File: src/rtl/pcl_pkg.sv
`timescale 1ns/1ps
package pcl_pkg;

  typedef enum logic [2:0] {
    ST_IDLE,
    ST_FIRST,
    ST_COUNT,
    ST_SETUP,
    ST_READY
  } pcl_state_e;

  function automatic int unsigned ns_to_cyc(longint unsigned f_hz, longint unsigned ns);
    longint unsigned c;
    c = (f_hz * ns) / 64'd1_000_000_000;
    return int'(c);
  endfunction

  // percent of default for code k, evenly stepped from 100 down to min_pct
  function automatic int unsigned level_pct(int unsigned k, int unsigned levels,
                                            int unsigned min_pct);
    if (levels < 2) return 100;
    return 100 - (((100 - min_pct) * k + (levels - 1) / 2) / (levels - 1));
  endfunction

endpackage

File: src/rtl/pcl_sync.sv
`timescale 1ns/1ps
module pcl_sync #(
  parameter int unsigned STAGES = 2
) (
  input  logic clk_i,
  input  logic rst_ni,
  input  logic line_i,
  output logic level_o,
  output logic rise_o
);

  logic [STAGES:0] pipe_q;

  always_ff @(posedge clk_i or negedge rst_ni) begin
    if (!rst_ni) pipe_q <= '0;
    else         pipe_q <= {pipe_q[STAGES-1:0], line_i};
  end

  assign level_o = pipe_q[STAGES-1];
  assign rise_o  = pipe_q[STAGES-1] & ~pipe_q[STAGES];

  AST_RISE_SINGLE: assert property (@(posedge clk_i) disable iff (!rst_ni)
    rise_o |=> !rise_o);

endmodule

File: src/rtl/pcl_burst_fsm.sv
`timescale 1ns/1ps
module pcl_burst_fsm
  import pcl_pkg::*;
#(
  parameter int unsigned FIRST_CYC = 30,
  parameter int unsigned WIN_CYC   = 80,
  parameter int unsigned SETUP_CYC = 90,
  parameter int unsigned LEVELS    = 8,
  parameter int unsigned CNT_W     = $clog2(LEVELS + 1)
) (
  input  logic             clk_i,
  input  logic             rst_ni,
  input  logic             level_i,
  input  logic             rise_i,
  output logic             ready_o,
  output logic [CNT_W-1:0] cnt_o
);

  localparam int unsigned TW = $clog2(SETUP_CYC + 1);
  localparam logic [TW-1:0]    FIRST_LAST = TW'(FIRST_CYC - 1);
  localparam logic [TW-1:0]    WIN_LAST   = TW'(WIN_CYC - 1);
  localparam logic [TW-1:0]    SETUP_LAST = TW'(SETUP_CYC - 1);
  localparam logic [TW-1:0]    SETUP_END  = TW'(SETUP_CYC);
  localparam logic [CNT_W-1:0] CNT_MAX    = CNT_W'(LEVELS);

  pcl_state_e       state_q;
  logic [TW-1:0]    tmr_q;
  logic [CNT_W-1:0] cnt_q;

  always_ff @(posedge clk_i or negedge rst_ni) begin
    if (!rst_ni) begin
      state_q <= ST_IDLE;
      tmr_q   <= '0;
      cnt_q   <= '0;
    end else begin
      unique case (state_q)
        ST_IDLE: begin
          tmr_q <= '0;
          cnt_q <= '0;
          if (rise_i) begin
            state_q <= ST_FIRST;
            tmr_q   <= TW'(1);
            cnt_q   <= CNT_W'(1);
          end
        end
        ST_FIRST: begin
          if (!level_i) begin
            // first pulse too short: drop the burst
            state_q <= ST_IDLE;
            tmr_q   <= '0;
            cnt_q   <= '0;
          end else begin
            tmr_q <= tmr_q + TW'(1);
            if (tmr_q >= FIRST_LAST) state_q <= ST_COUNT;
          end
        end
        ST_COUNT: begin
          tmr_q <= tmr_q + TW'(1);
          if (rise_i && cnt_q < CNT_MAX) cnt_q <= cnt_q + CNT_W'(1);
          if (tmr_q >= WIN_LAST) state_q <= ST_SETUP;
        end
        ST_SETUP: begin
          if (tmr_q >= SETUP_LAST) begin
            if (level_i) begin
              state_q <= ST_READY;
              tmr_q   <= SETUP_END;
            end else begin
              state_q <= ST_IDLE;
              tmr_q   <= '0;
              cnt_q   <= '0;
            end
          end else begin
            tmr_q <= tmr_q + TW'(1);
          end
        end
        ST_READY: begin
          if (!level_i) begin
            state_q <= ST_IDLE;
            tmr_q   <= '0;
            cnt_q   <= '0;
          end
        end
        default: begin
          state_q <= ST_IDLE;
          tmr_q   <= '0;
          cnt_q   <= '0;
        end
      endcase
    end
  end

  assign ready_o = (state_q == ST_READY);
  assign cnt_o   = cnt_q;

  AST_CNT_CAP: assert property (@(posedge clk_i) disable iff (!rst_ni)
    cnt_q <= CNT_MAX);
  AST_READY_AT_SETUP_END: assert property (@(posedge clk_i) disable iff (!rst_ni)
    (state_q == ST_READY) |-> (tmr_q == SETUP_END));
  AST_FIRST_HELD_HIGH: assert property (@(posedge clk_i) disable iff (!rst_ni)
    (state_q == ST_COUNT && $past(state_q) == ST_FIRST) |-> $past(level_i));
  AST_READY_HAS_EDGE: assert property (@(posedge clk_i) disable iff (!rst_ni)
    (state_q == ST_READY) |-> (cnt_q != '0));

endmodule

File: src/rtl/pcl_level_map.sv
`timescale 1ns/1ps
module pcl_level_map
  import pcl_pkg::*;
#(
  parameter int unsigned LEVELS  = 8,
  parameter int unsigned MIN_PCT = 50,
  parameter int unsigned CNT_W   = $clog2(LEVELS + 1),
  parameter int unsigned LEVEL_W = $clog2(LEVELS)
) (
  input  logic               valid_i,
  input  logic [CNT_W-1:0]   cnt_i,
  output logic [LEVEL_W-1:0] level_o,
  output logic [6:0]         pct_o
);

  logic [6:0] pct_tab [LEVELS];

  for (genvar g = 0; g < LEVELS; g++) begin : g_tab
    assign pct_tab[g] = 7'(level_pct(g, LEVELS, MIN_PCT));
  end

  logic [CNT_W-1:0]   idx;
  logic [LEVEL_W-1:0] code;

  assign idx  = cnt_i - CNT_W'(1);
  assign code = LEVEL_W'(idx);

  always_comb begin
    level_o = '0;
    pct_o   = '0;
    if (valid_i && cnt_i != '0) begin
      level_o = code;
      pct_o   = pct_tab[code];
    end
  end

endmodule

File: src/rtl/pcl_decoder.sv
`timescale 1ns/1ps
module pcl_decoder
  import pcl_pkg::*;
#(
  parameter longint unsigned CLK_FREQ_HZ = 125_000_000,
  parameter longint unsigned FIRST_NS    = 15_000,
  parameter longint unsigned WINDOW_NS   = 40_000,
  parameter longint unsigned SETUP_NS    = 45_000,
  parameter int unsigned     LEVELS      = 8,
  parameter int unsigned     MIN_PCT     = 50,
  parameter int unsigned     LEVEL_W     = $clog2(LEVELS)
) (
  input  logic               clk_i,
  input  logic               rst_ni,
  input  logic               line_i,
  output logic [LEVEL_W-1:0] level_o,
  output logic [6:0]         pct_o,
  output logic               ready_o
);

  localparam int unsigned FIRST_CYC = ns_to_cyc(CLK_FREQ_HZ, FIRST_NS);
  localparam int unsigned WIN_CYC   = ns_to_cyc(CLK_FREQ_HZ, WINDOW_NS);
  localparam int unsigned SETUP_CYC = ns_to_cyc(CLK_FREQ_HZ, SETUP_NS);
  localparam int unsigned CNT_W     = $clog2(LEVELS + 1);

  logic             sync_level;
  logic             sync_rise;
  logic             fsm_ready;
  logic [CNT_W-1:0] edge_cnt;

  pcl_sync #(.STAGES(2)) u_sync (
    .clk_i   (clk_i),
    .rst_ni  (rst_ni),
    .line_i  (line_i),
    .level_o (sync_level),
    .rise_o  (sync_rise)
  );

  pcl_burst_fsm #(
    .FIRST_CYC (FIRST_CYC),
    .WIN_CYC   (WIN_CYC),
    .SETUP_CYC (SETUP_CYC),
    .LEVELS    (LEVELS),
    .CNT_W     (CNT_W)
  ) u_fsm (
    .clk_i   (clk_i),
    .rst_ni  (rst_ni),
    .level_i (sync_level),
    .rise_i  (sync_rise),
    .ready_o (fsm_ready),
    .cnt_o   (edge_cnt)
  );

  pcl_level_map #(
    .LEVELS  (LEVELS),
    .MIN_PCT (MIN_PCT),
    .CNT_W   (CNT_W),
    .LEVEL_W (LEVEL_W)
  ) u_map (
    .valid_i (fsm_ready),
    .cnt_i   (edge_cnt),
    .level_o (level_o),
    .pct_o   (pct_o)
  );

  assign ready_o = fsm_ready;

  AST_LOW_CLEARS: assert property (@(posedge clk_i) disable iff (!rst_ni)
    !sync_level |=> !ready_o);
  AST_SETTING_HELD: assert property (@(posedge clk_i) disable iff (!rst_ni)
    (ready_o && $past(ready_o)) |-> ($stable(level_o) && $stable(pct_o)));
  AST_PCT_RANGE: assert property (@(posedge clk_i) disable iff (!rst_ni)
    ready_o |-> (pct_o >= 7'(MIN_PCT) && pct_o <= 7'd100));
  AST_IDLE_ZERO: assert property (@(posedge clk_i) disable iff (!rst_ni)
    !ready_o |-> (level_o == '0 && pct_o == '0));

endmodule

File: config.mk
export PLATFORM = sky130hd
export DESIGN_NAME = pcl_decoder
export DESIGN_NICKNAME = d
export VERILOG_FILES = /design/src/rtl/pcl_pkg.sv /design/src/rtl/pcl_sync.sv /design/src/rtl/pcl_burst_fsm.sv /design/src/rtl/pcl_level_map.sv /design/src/rtl/pcl_decoder.sv
export SDC_FILE = /design/constraint.sdc
export NUM_CORES = 1
export LEC_CHECK = 0
export BUFFER_PORTS_ARGS = -buffer_cell sky130_fd_sc_hd__buf_2
export CORE_ASPECT_RATIO = 1.5
export CORE_UTILIZATION = 35
export CTS_CLUSTER_SIZE = 30
export DETAILED_ROUTE_END_ITERATION = 6
export PLACE_DENSITY = 0.53
export REMOVE_ABC_BUFFERS = 1
export SETUP_SLACK_MARGIN = 0.02
export SYNTH_ARGS = -nofsm -noshare
export SYNTH_HDL_FRONTEND = slang
export SYNTH_SLANG_ARGS = --single-unit
File: constraint.sdc
create_clock -name clk_i -period 2.73 [get_ports clk_i]
set_input_delay 0.1365 -clock clk_i [delete_from_list [all_inputs] [get_ports clk_i]]
set_output_delay 0.1365 -clock clk_i [all_outputs]
set_load 0.01 [all_outputs]
==> flow_metrics.py, run 1 <==
metrics = {
    "power_and_ir_drop": {
        "power_leakage_uw": 0.000770,
        "p_sw_uw": 549,
        "finalPower_uw": 1260,
        "internal_power_uw": 713,
        "seqPwrFrac": 0.439,
        "clock_power_share": 0.175,
        "comb_power_share": 0.386,
        "power.density_nw_per_um2": 742,
        "ir_drop_mv": 0.489,
        "swShare": 0.435,
    },
    "critical_path": {
        "cp_max_fo": 10,
        "endpoint_kind": "primary output",
        "critPathLaunch": "u_fsm.cnt_o[0]",
        "critPathKind": "reg2out",
        "start_kind": "flip-flop",
        "cp-endpoint": "pct_o[2]",
        "r2r_end": "u_fsm.tmr_q[12]",
        "timing.rr.start": "u_fsm.tmr_q[0]",
        "reg2reg_slack_ps": 710,
        "cp.required_ps": 2590,
        "arrival_ps": 2020,
        "reg2reg_depth": 5,
    },
    "synthesis": {
        "ys_async_sr_fraction": 1.00,
        "seq_area_frac_synth": 0.370,
        "yosysWarnings": 0,
        "syn_area_um2": 1560,
        "avgSynthCellArea_um2": 8.36,
        "synth_edf_count": 0,
        "yosysUniqueCellTypes": 44,
        "syn_inst": 186,
        "synthFlopType": "dfrtp_1",
        "ys_seq_elements": 23,
    },
    "timing": {
        "tightest_slew_ps": 667,
        "worst_slack_ps": 577,
        "grt_setup_unrepaired": "no",
        "finalClockSkew_ps": 3.36,
        "fin_crit_sh": 0.788,
        "slew_violations": 0,
        "clock.fmax_mhz": 465,
        "slew_headroom": 0.553,
        "period_needed_ps": 2150,
        "hold_violations": 0,
        "setup_viol": 0,
        "setup_tns_ps": 0,
    },
    "die": {
        "fp-row-count": 29,
        "core_um2": 4250,
        "die_w_um": 56.4,
        "dieHeight_um": 83.6,
        "ios": 14,
        "die_area_um2": 4720,
        "initial_core_util": 0.366,
    },
    "place": {
        "place.gp.congestion": 0.833,
        "port_buffers": 13,
        "post-place-ws_ps": 728,
        "dp_hpwl_mm": 2.73,
    },
    "route": {
        "first_iter_violations": 49,
        "routedWlPerCell_um": 15.1,
        "routed_wl_mm": 3.66,
        "via_per_inst": 5.83,
        "via_count": 1416,
        "drc": 0,
        "drt-pass1-iter-count": 6,
        "drtAntennaViolNets": 0,
    },
    "final_layout": {
        "layout-drive-gt1-share": 0.137,
        "nFillCells": 427,
        "areaGrowthSynthToFinish_pct": 9.33,
        "diodes": 0,
        "nNetsFinal": 207,
    },
    "min_path": {
        "hold_path_class": "reg2reg",
        "hp-start": "u_sync.pipe_q[0]",
    },
    "cts": {
        "clk_latency_ps": 270,
        "clockBufferDepth": 2,
        "cts_sinks": 23,
        "clk_pin_slew_ps": 90,
        "cts_root_buf": "clkbuf_8",
        "post_cts_resized": 0,
        "cts_inserted_buffers": 3,
        "cts_tree": "done",
        "cts-htree-levels": 1,
    },
    "outcome": {
        "run_status": "finished clean",
    },
    "global_route": {
        "grt_max_degree": 24,
        "track_usage": 0.162,
        "grt_pass1_vias": 1373,
        "antenna_found_initial": 0,
        "grt_overflow": 0,
        "grt_pass1_wl_mm": 6.18,
    },
    "flow_run": {
        "max_cap_viol_count": 0,
    },
}
-- area by class of cell --
class | count | area [um^2] | area share
Multi-Input combinational cell | 143 | 887 | 0.522
Inverter | 11 | 41.3 | 0.0243
Sequential cell | 23 | 576 | 0.338
Timing Repair Buffer | 16 | 92.6 | 0.0545
Clock inverter | 1 | 5.00 | 0.00294
Tap cell | 46 | 57.6 | 0.0338
Clock buffer | 3 | 41.3 | 0.0243
-- synthesized netlist by cell type, types with 2 or more instances --
cell,count,area share
nand2b_1,6,0.024
mux2i_1,2,0.013
buf_4,2,0.0097
nand2_1,15,0.036
inv_1,11,0.027
nand4_1,4,0.016
a31oi_1,7,0.028
a21o_1,2,0.0097
nor2_1,18,0.043
a21oi_1,18,0.058
o21ai_0,8,0.026
dfrtp_1,23,0.37
o21ai_1,7,0.023
nand2_4,2,0.014
a41oi_1,2,0.011
a211oi_1,2,0.0097
xnor2_1,2,0.011
clkbuf_1,4,0.0097
o31a_2,3,0.019
nor3_1,3,0.0097
nand3_1,9,0.029
or4_1,2,0.0097
o211ai_1,3,0.014
nor4_1,3,0.012
ha_1,6,0.048
and2_1,4,0.016
-- worst min-delay path by stage --
stage                       end  slack [ps]  cells past startpoint
3_5_place_dp     u_fsm.tmr_q[4]         150                      1
6_report       u_sync.pipe_q[1]         360                      0
4_1_cts        u_sync.pipe_q[1]         360                      0
3_3_place_gp     u_fsm.tmr_q[5]         140                      1
5_1_grt        u_sync.pipe_q[1]         360                      0
2_1_floorplan    u_fsm.cnt_o[0]        -160                      0
-- power by group through the flow --
stage	Sequential [uW]	Clock (uW)	Combinational, uW
detailed placement	560	0	485
global placement	558	0	478
finish	554	221	488
CTS	552	227	493
floorplan	525	0	384
global route	569	240	553
-- cell usage in the layout (no fill, tap or decap), drive strengths merged, types with 6 or more instances in the layout --
master  instances
dfrtp          23
nor2           18
a21oi          18
nand2          17
o21ai          15
buf            14
inv            11
nand3           9
a31oi           7
nand2b          6
ha              6
-- registers in the layout, indices dropped and copies added (netlist names) --
signal / flops
u_fsm.cnt_o: 4
u_fsm.state_q: 3
u_sync.pipe_q: 3
u_fsm.tmr_q: 13
-- per-layer routing --
metal  vias to the layer above  GRT usage  share of wire
met2                        45      0.294           0.53
li1                        694          -              -
met4                         0     0.0510          0.011
met1                       673      0.192           0.42
met3                         4     0.0202          0.037
met5                         -          0              0
-- critical path, cell delays in order, from the launching register on --
cell      delay [ps]
dfrtp_1          510
inv_1            150
ha_1             230
nand2b_1          70
o21ai_1          520
nor2_1           110
buf_2            160
-- timing repair --
item	4_1_cts	5_1_grt
endpoints found under the hold margin	24	0
endpoints found under the setup margin	0	0
buffers inserted	0	0
hold buffers	2	0
-- through the flow --
step	util	hold WS, ps	std cells	instance area (um^2)
after floorplan	-	-159	177	1500
after global placement	0.385	145	237	1630
after detailed placement	0.385	153	237	1630
after CTS	0.401	360	243	1700
after global routing	0.401	361	243	1700
final	0.401	355	243	1700
-- cells by family (layout without fill, tap and decap cells) --
group,after synthesis,after routing,share of synthesized area
simple gates,72,72,0.243
compound gates,60,60,0.249
flops,23,23,0.370
buf+inv,20,31,0.0595
fa+ha+maj,6,6,0.0483
xor+xnor,3,3,0.0169
mux,2,2,0.0129
Note: power is estimated with default switching activity, not from simulation.
==> inputs of run 2 (changes only) <==
--- a/config.mk
+++ b/config.mk
@@ -10,7 +10,7 @@
 export CORE_UTILIZATION = 35
 export CTS_CLUSTER_SIZE = 30
 export DETAILED_ROUTE_END_ITERATION = 6
-export PLACE_DENSITY = 0.53
+export PLACE_DENSITY = 0.55
 export REMOVE_ABC_BUFFERS = 1
 export SETUP_SLACK_MARGIN = 0.02
 export SYNTH_ARGS = -nofsm -noshare
==> constraint.sdc (replaced) <==
create_clock -name clk_i -period 1.8 [get_ports clk_i]
set_input_delay 0.09 -clock clk_i [delete_from_list [all_inputs] [get_ports clk_i]]
set_output_delay 0.09 -clock clk_i [all_outputs]
set_load 0.01 [all_outputs]
==> run 2 against run 1 <==
  * Global-route usage grew 2.3 points
  * First-iteration DRC count shrank 33%
  * Total power grew 75%
  * Worst hold slack lost 41 ps
  * Register-to-register slack lost 650 ps
  * Sequential share of layout area shrank 4.3 points
  * Design area grew 16%
  * Sequential power grew 40%
  * Combinational power grew 130%
  * Clock power grew 54%
  * Highest routed layer unchanged
==> flow_metrics.py, run 2 (same netlist as run 1, synthesis figures left out) <==
metrics = {
    "outcome": {
        "run_status": "finished clean",
    },
    "critical_path": {
        "cp_top_family": "simple AND/OR/NAND/NOR gates",
        "slowest_delay_ps": 520,
        "cpMostUsedCell": "or4_4",
        "arrival_ps": 1930,
        "worstPathCellList": "buf_6, nand3_1, or4_4, or4_4, o211ai_1",
        "crit_buf_inv": 1,
        "start_kind": "flip-flop",
        "cp.required_ps": 1990,
        "cp_max_fo": 7,
        "critPathSlowestCell": "or4_4",
        "endpoint_kind": "flip-flop",
        "critPathKind": "reg2reg",
    },
    "timing": {
        "worst_hold_slack_ps": 314,
        "hold_violations": 0,
        "setup_tns_ps": 0,
        "tightest_slew_ps": 528,
        "setup_viol": 0,
        "finalClockSkew_ps": 1.70,
        "fin_crit_sh": 0.966,
        "grt_setup_unrepaired": "yes",
        "slew_violations": 0,
        "period_needed_ps": 1740,
        "clock.fmax_mhz": 575,
        "slew_headroom": 0.648,
    },
    "min_path": {
        "hold_path_class": "in2async",
    },
    "place": {
        "port_buffers": 13,
        "place.gp.congestion": 0.858,
        "dp_hpwl_mm": 3.06,
        "dpl_cell_area_um2": 1810,
    },
    "final_layout": {
        "post-route-util": 0.464,
        "nNetsFinal": 231,
        "areaGrowthSynthToFinish_pct": 26.5,
        "regMostFlops": "u_fsm.tmr_q",
        "layout_common_cells": "24 x buf_4, 18 x nor2_1, 18 x dfrtp_1",
        "diodes": 0,
        "postLayoutCellArea_um2": 1970,
        "layout_commonest_cell": "buf_4",
        "largest_register_ffs": 13,
        "layout-drive-gt1-share": 0.303,
    },
    "die": {
        "ios": 14,
        "die_area_um2": 4720,
        "dieHeight_um": 83.6,
        "core_um2": 4250,
        "initial_core_util": 0.366,
        "die_w_um": 56.4,
        "fp-row-count": 29,
    },
    "route": {
        "drt-pass1-iter-count": 4,
        "via_per_inst": 5.79,
        "drtAntennaViolNets": 0,
        "first_iter_violations": 33,
        "routedWlPerCell_um": 15.7,
        "routed_wl_mm": 4.19,
        "via_count": 1545,
        "drc": 0,
    },
    "global_route": {
        "grt_max_degree": 24,
        "grt_overflow": 0,
        "use_met3": 0.0202,
        "met1_usage": 0.211,
        "grt_pass1_wl_mm": 6.96,
        "track_usage": 0.185,
        "top_usage_layer": "met2",
        "grt_pass1_vias": 1523,
        "antenna_found_initial": 0,
        "grtUsageMet2": 0.334,
    },
    "cts": {
        "clk_latency_ps": 270,
        "clockBufferDepth": 2,
        "clk_pin_slew_ps": 90,
        "cts_root_buf": "clkbuf_8",
        "cts_sinks": 23,
        "cts_tree": "done",
        "cts-htree-levels": 1,
        "cts_inserted_buffers": 3,
    },
    "power_and_ir_drop": {
        "ir_drop_mv": 0.710,
        "power.density_nw_per_um2": 1120,
        "power_leakage_uw": 0.000903,
        "finalPower_uw": 2210,
    },
    "flow_run": {
        "max_cap_viol_count": 0,
    },
}
## run 2: changes by cell type in the layout (fill, tap and decap cells not counted), sizes merged
cell / change
buf: +24
## run 2: area by class of cell
class	count	area, um^2
fillers	403	2280
multi-input cells	143	965
flip-flops and latches	23	582
repair buffers	40	277
well taps	46	57.6
clock buffers	3	41.3
inverters	11	41.3
clock inverters	1	5.00
## run 2: per-stage QoR
step	instances	worst slack, ps
5_1_grt	267	-16.6
3_5_place_dp	260	-4.71
6_report	267	61.4
4_1_cts	267	14.8
3_3_place_gp	260	59.8
2_1_floorplan	177	-32.9
## run 2: path summary, 6_finish.rpt
| kind | startpoint | endpoint | slack [ps] | depth (start not counted) |
|---|---|---|---|---|
| max | u_fsm.tmr_q[6] | u_fsm.tmr_q[12] | 60 | 5 |
| min | rst_ni | u_fsm.tmr_q[9] | 310 | 2 |
| max reg2reg | u_fsm.tmr_q[6] | u_fsm.tmr_q[12] | 60 | 5 |
| min reg2reg | u_sync.pipe_q[0] | u_sync.pipe_q[1] | 360 | 0 |
| max in group asynchronous | rst_ni | u_fsm.tmr_q[10] | 1090 | 2 |
| min in group clk_i | u_sync.pipe_q[0] | u_sync.pipe_q[1] | 360 | 0 |
## run 2: routing by layer
metal | vias up | wire length (um)
li1 | 740 | -
met1 | 755 | 1700
met2 | 36 | 2220
met3 | 14 | 114
met4 | 0 | 150
met5 | - | 0
## run 2: power by group
| group | internal (uW) | switching [uW] | total, uW |
|---|---|---|---|
| Clock | 155 | 186 | 341 |
| Combinational | 507 | 590 | 1100 |
| Sequential | 628 | 147 | 775 |
| Total | 1290 | 922 | 2210 |
## run 2: what timing repair did
item / CTS / global route
setup endpoints to repair: 11 / 20
endpoints found under the hold margin: 24 / 0
gates resized for setup: 6 / 16
buffers inserted: 1 / 0
hold buffers: 2 / 0
pin swaps: 2 / 2
==> inputs of run 3 (changes only) <==
--- a/config.mk
+++ b/config.mk
@@ -6,11 +6,15 @@
 export NUM_CORES = 1
 export LEC_CHECK = 0
 export BUFFER_PORTS_ARGS = -buffer_cell sky130_fd_sc_hd__buf_2
+export CAP_MARGIN = 15
+export CELL_PAD_IN_SITES_DETAIL_PLACEMENT = 0
+export CELL_PAD_IN_SITES_GLOBAL_PLACEMENT = 1
 export CORE_ASPECT_RATIO = 1.5
 export CORE_UTILIZATION = 35
 export CTS_CLUSTER_SIZE = 30
 export DETAILED_ROUTE_END_ITERATION = 6
-export PLACE_DENSITY = 0.55
+export MAX_ROUTING_LAYER = met4
+export PLACE_DENSITY = 0.68
 export REMOVE_ABC_BUFFERS = 1
 export SETUP_SLACK_MARGIN = 0.02
 export SYNTH_ARGS = -nofsm -noshare
==> run 3 against run 2 <==
  * Global-route usage increased by 1.4 points
  * Die area unchanged
  * Non-clock buffer count increased by 2
  * Total power increased by 3.7%
  * Critical path type unchanged
  * Critical endpoint unchanged
  * Highest routed layer unchanged
==> flow_metrics.py, run 3 (same netlist as run 1, synthesis figures left out) <==
metrics = {
    "die": {
        "core_um2": 4250,
        "dieHeight_um": 83.6,
        "initial_core_util": 0.366,
        "fp-row-count": 29,
        "die_area_um2": 4720,
        "die_w_um": 56.4,
        "ios": 14,
    },
    "critical_path": {
        "critPathSlowestCell": "or4_4",
        "worstPathCellList": "ha_4, nand2_4, or4_4, or4_4, o211ai_1",
        "cp_max_fo": 4,
        "cp_top_family": "simple AND/OR/NAND/NOR gates",
        "slowest_delay_ps": 530,
        "critPathKind": "reg2reg",
        "endpoint_kind": "flip-flop",
        "crit_buf_inv": 0,
        "cp.required_ps": 1980,
        "arrival_ps": 1940,
        "cpMostUsedCell": "or4_4",
        "start_kind": "flip-flop",
    },
    "flow_run": {
        "max_cap_viol_count": 0,
    },
    "route": {
        "drt-pass1-iter-count": 4,
        "first_iter_violations": 40,
        "routedWlPerCell_um": 16.2,
        "via_per_inst": 5.69,
        "via_count": 1530,
        "routed_wl_mm": 4.36,
        "drtAntennaViolNets": 0,
        "drc": 0,
    },
    "final_layout": {
        "areaGrowthSynthToFinish_pct": 29.0,
        "diodes": 0,
        "largest_register_ffs": 13,
        "layout_commonest_cell": "buf_4",
        "regMostFlops": "u_fsm.tmr_q",
        "postLayoutCellArea_um2": 2010,
        "stdcell_count": 269,
        "nNetsFinal": 233,
        "layout-drive-gt1-share": 0.309,
        "layout_common_cells": "27 x buf_4, 18 x nor2_1, 18 x dfrtp_1",
    },
    "cts": {
        "clk_latency_ps": 270,
        "cts_root_buf": "clkbuf_8",
        "clk_pin_slew_ps": 80,
        "cts_tree": "done",
        "cts_inserted_buffers": 3,
        "cts_sinks": 23,
        "clockBufferDepth": 2,
        "cts-htree-levels": 1,
    },
    "timing": {
        "finalClockSkew_ps": 4.46,
        "tightest_slew_ps": 540,
        "clock.fmax_mhz": 570,
        "fin_crit_sh": 0.975,
        "period_needed_ps": 1760,
        "setup_viol": 0,
        "slew_headroom": 0.640,
        "slew_violations": 0,
        "hold_violations": 0,
        "grt_setup_unrepaired": "yes",
    },
    "global_route": {
        "grt_pass1_wl_mm": 7.20,
        "grt_pass1_vias": 1548,
        "grtUsageMet2": 0.373,
        "grt_max_degree": 24,
        "grt_overflow": 0,
        "top_usage_layer": "met2",
        "use_met3": 0.0155,
        "antenna_found_initial": 0,
        "track_usage": 0.199,
        "met1_usage": 0.203,
    },
    "place": {
        "dpl_cell_area_um2": 1820,
        "place.gp.congestion": 0.824,
        "port_buffers": 13,
        "dp_cells": 262,
        "dp_hpwl_mm": 3.26,
    },
    "power_and_ir_drop": {
        "power_leakage_uw": 0.000907,
        "ir_drop_mv": 0.837,
        "power.density_nw_per_um2": 1140,
    },
    "outcome": {
        "run_status": "finished clean",
    },
    "min_path": {
        "hold_path_class": "in2async",
    },
}
-- run 3: cell types whose count changed in the layout (fill, tap and decap cells not counted), sizes merged --
cell    before  now
buf         38   40
clkbuf       3    4
clkinv       1    0
-- run 3: repair_timing --
action,CTS,global route
hold buffers,2,0
setup buffers,1,0
resized for setup,9,15
endpoints found under the hold margin,24,0
endpoints found under the setup margin,11,20
gates cloned,0,0
pin swaps,1,4
-- run 3: metal layers --
layer / part of all wire / routed length, um
met1: 0.40 / 1750
met2: 0.56 / 2450
met3: 0.014 / 61
met4: 0.020 / 88
met5: 0 / 0
-- run 3: layout make-up --
cell class | instances | area (um^2)
fill | 420 | 2240
multi-input combinational | 143 | 992
sequential | 23 | 582
timing repair buffer | 42 | 288
tap | 46 | 57.6
clock buffer | 4 | 45.0
inverter | 11 | 41.3
-- run 3: worst paths after layout --
| kind | from | endpoint | slack [ps] | cells past startpoint |
|---|---|---|---|---|
| hold reg to reg | u_sync.pipe_q[0] | u_sync.pipe_q[1] | 360 | 0 |
| min in group clk_i | u_sync.pipe_q[0] | u_sync.pipe_q[1] | 360 | 0 |
| setup reg to reg | u_fsm.tmr_q[0] | u_fsm.tmr_q[12] | 40 | 5 |
| hold / removal | rst_ni | u_fsm.tmr_q[4] | 330 | 2 |
| max in group asynchronous | rst_ni | u_fsm.state_q[1] | 1080 | 2 |
| setup / recovery | u_fsm.tmr_q[0] | u_fsm.tmr_q[12] | 40 | 5 |
-- run 3: report_power, final --
part	switching, uW	leakage (uW)	total, uW	internal (uW)
clock	164	0.0000228	322	158
sequential	144	0.000290	771	627
combinational	640	0.000595	1200	561
total	949	0.000907	2300	1350
-- run 3: through the flow --
| step | setup slack [ps] | utilization | hold slack [ps] | power (uW) | setup TNS [ps] |
|---|---|---|---|---|---|
| floorplan | -32.9 | - | -206 | 1380 | -46.6 |
| global placement | 53.2 | 0.429 | 96.3 | 1780 | 0 |
| detailed placement | 9.60 | 0.429 | 111 | 1800 | 0 |
| CTS | 13.0 | 0.457 | 353 | 2230 | 0 |
| global route | -9.50 | 0.472 | 373 | 2490 | -9.50 |
| finish | 44.4 | 0.472 | 330 | 2300 | 0 |
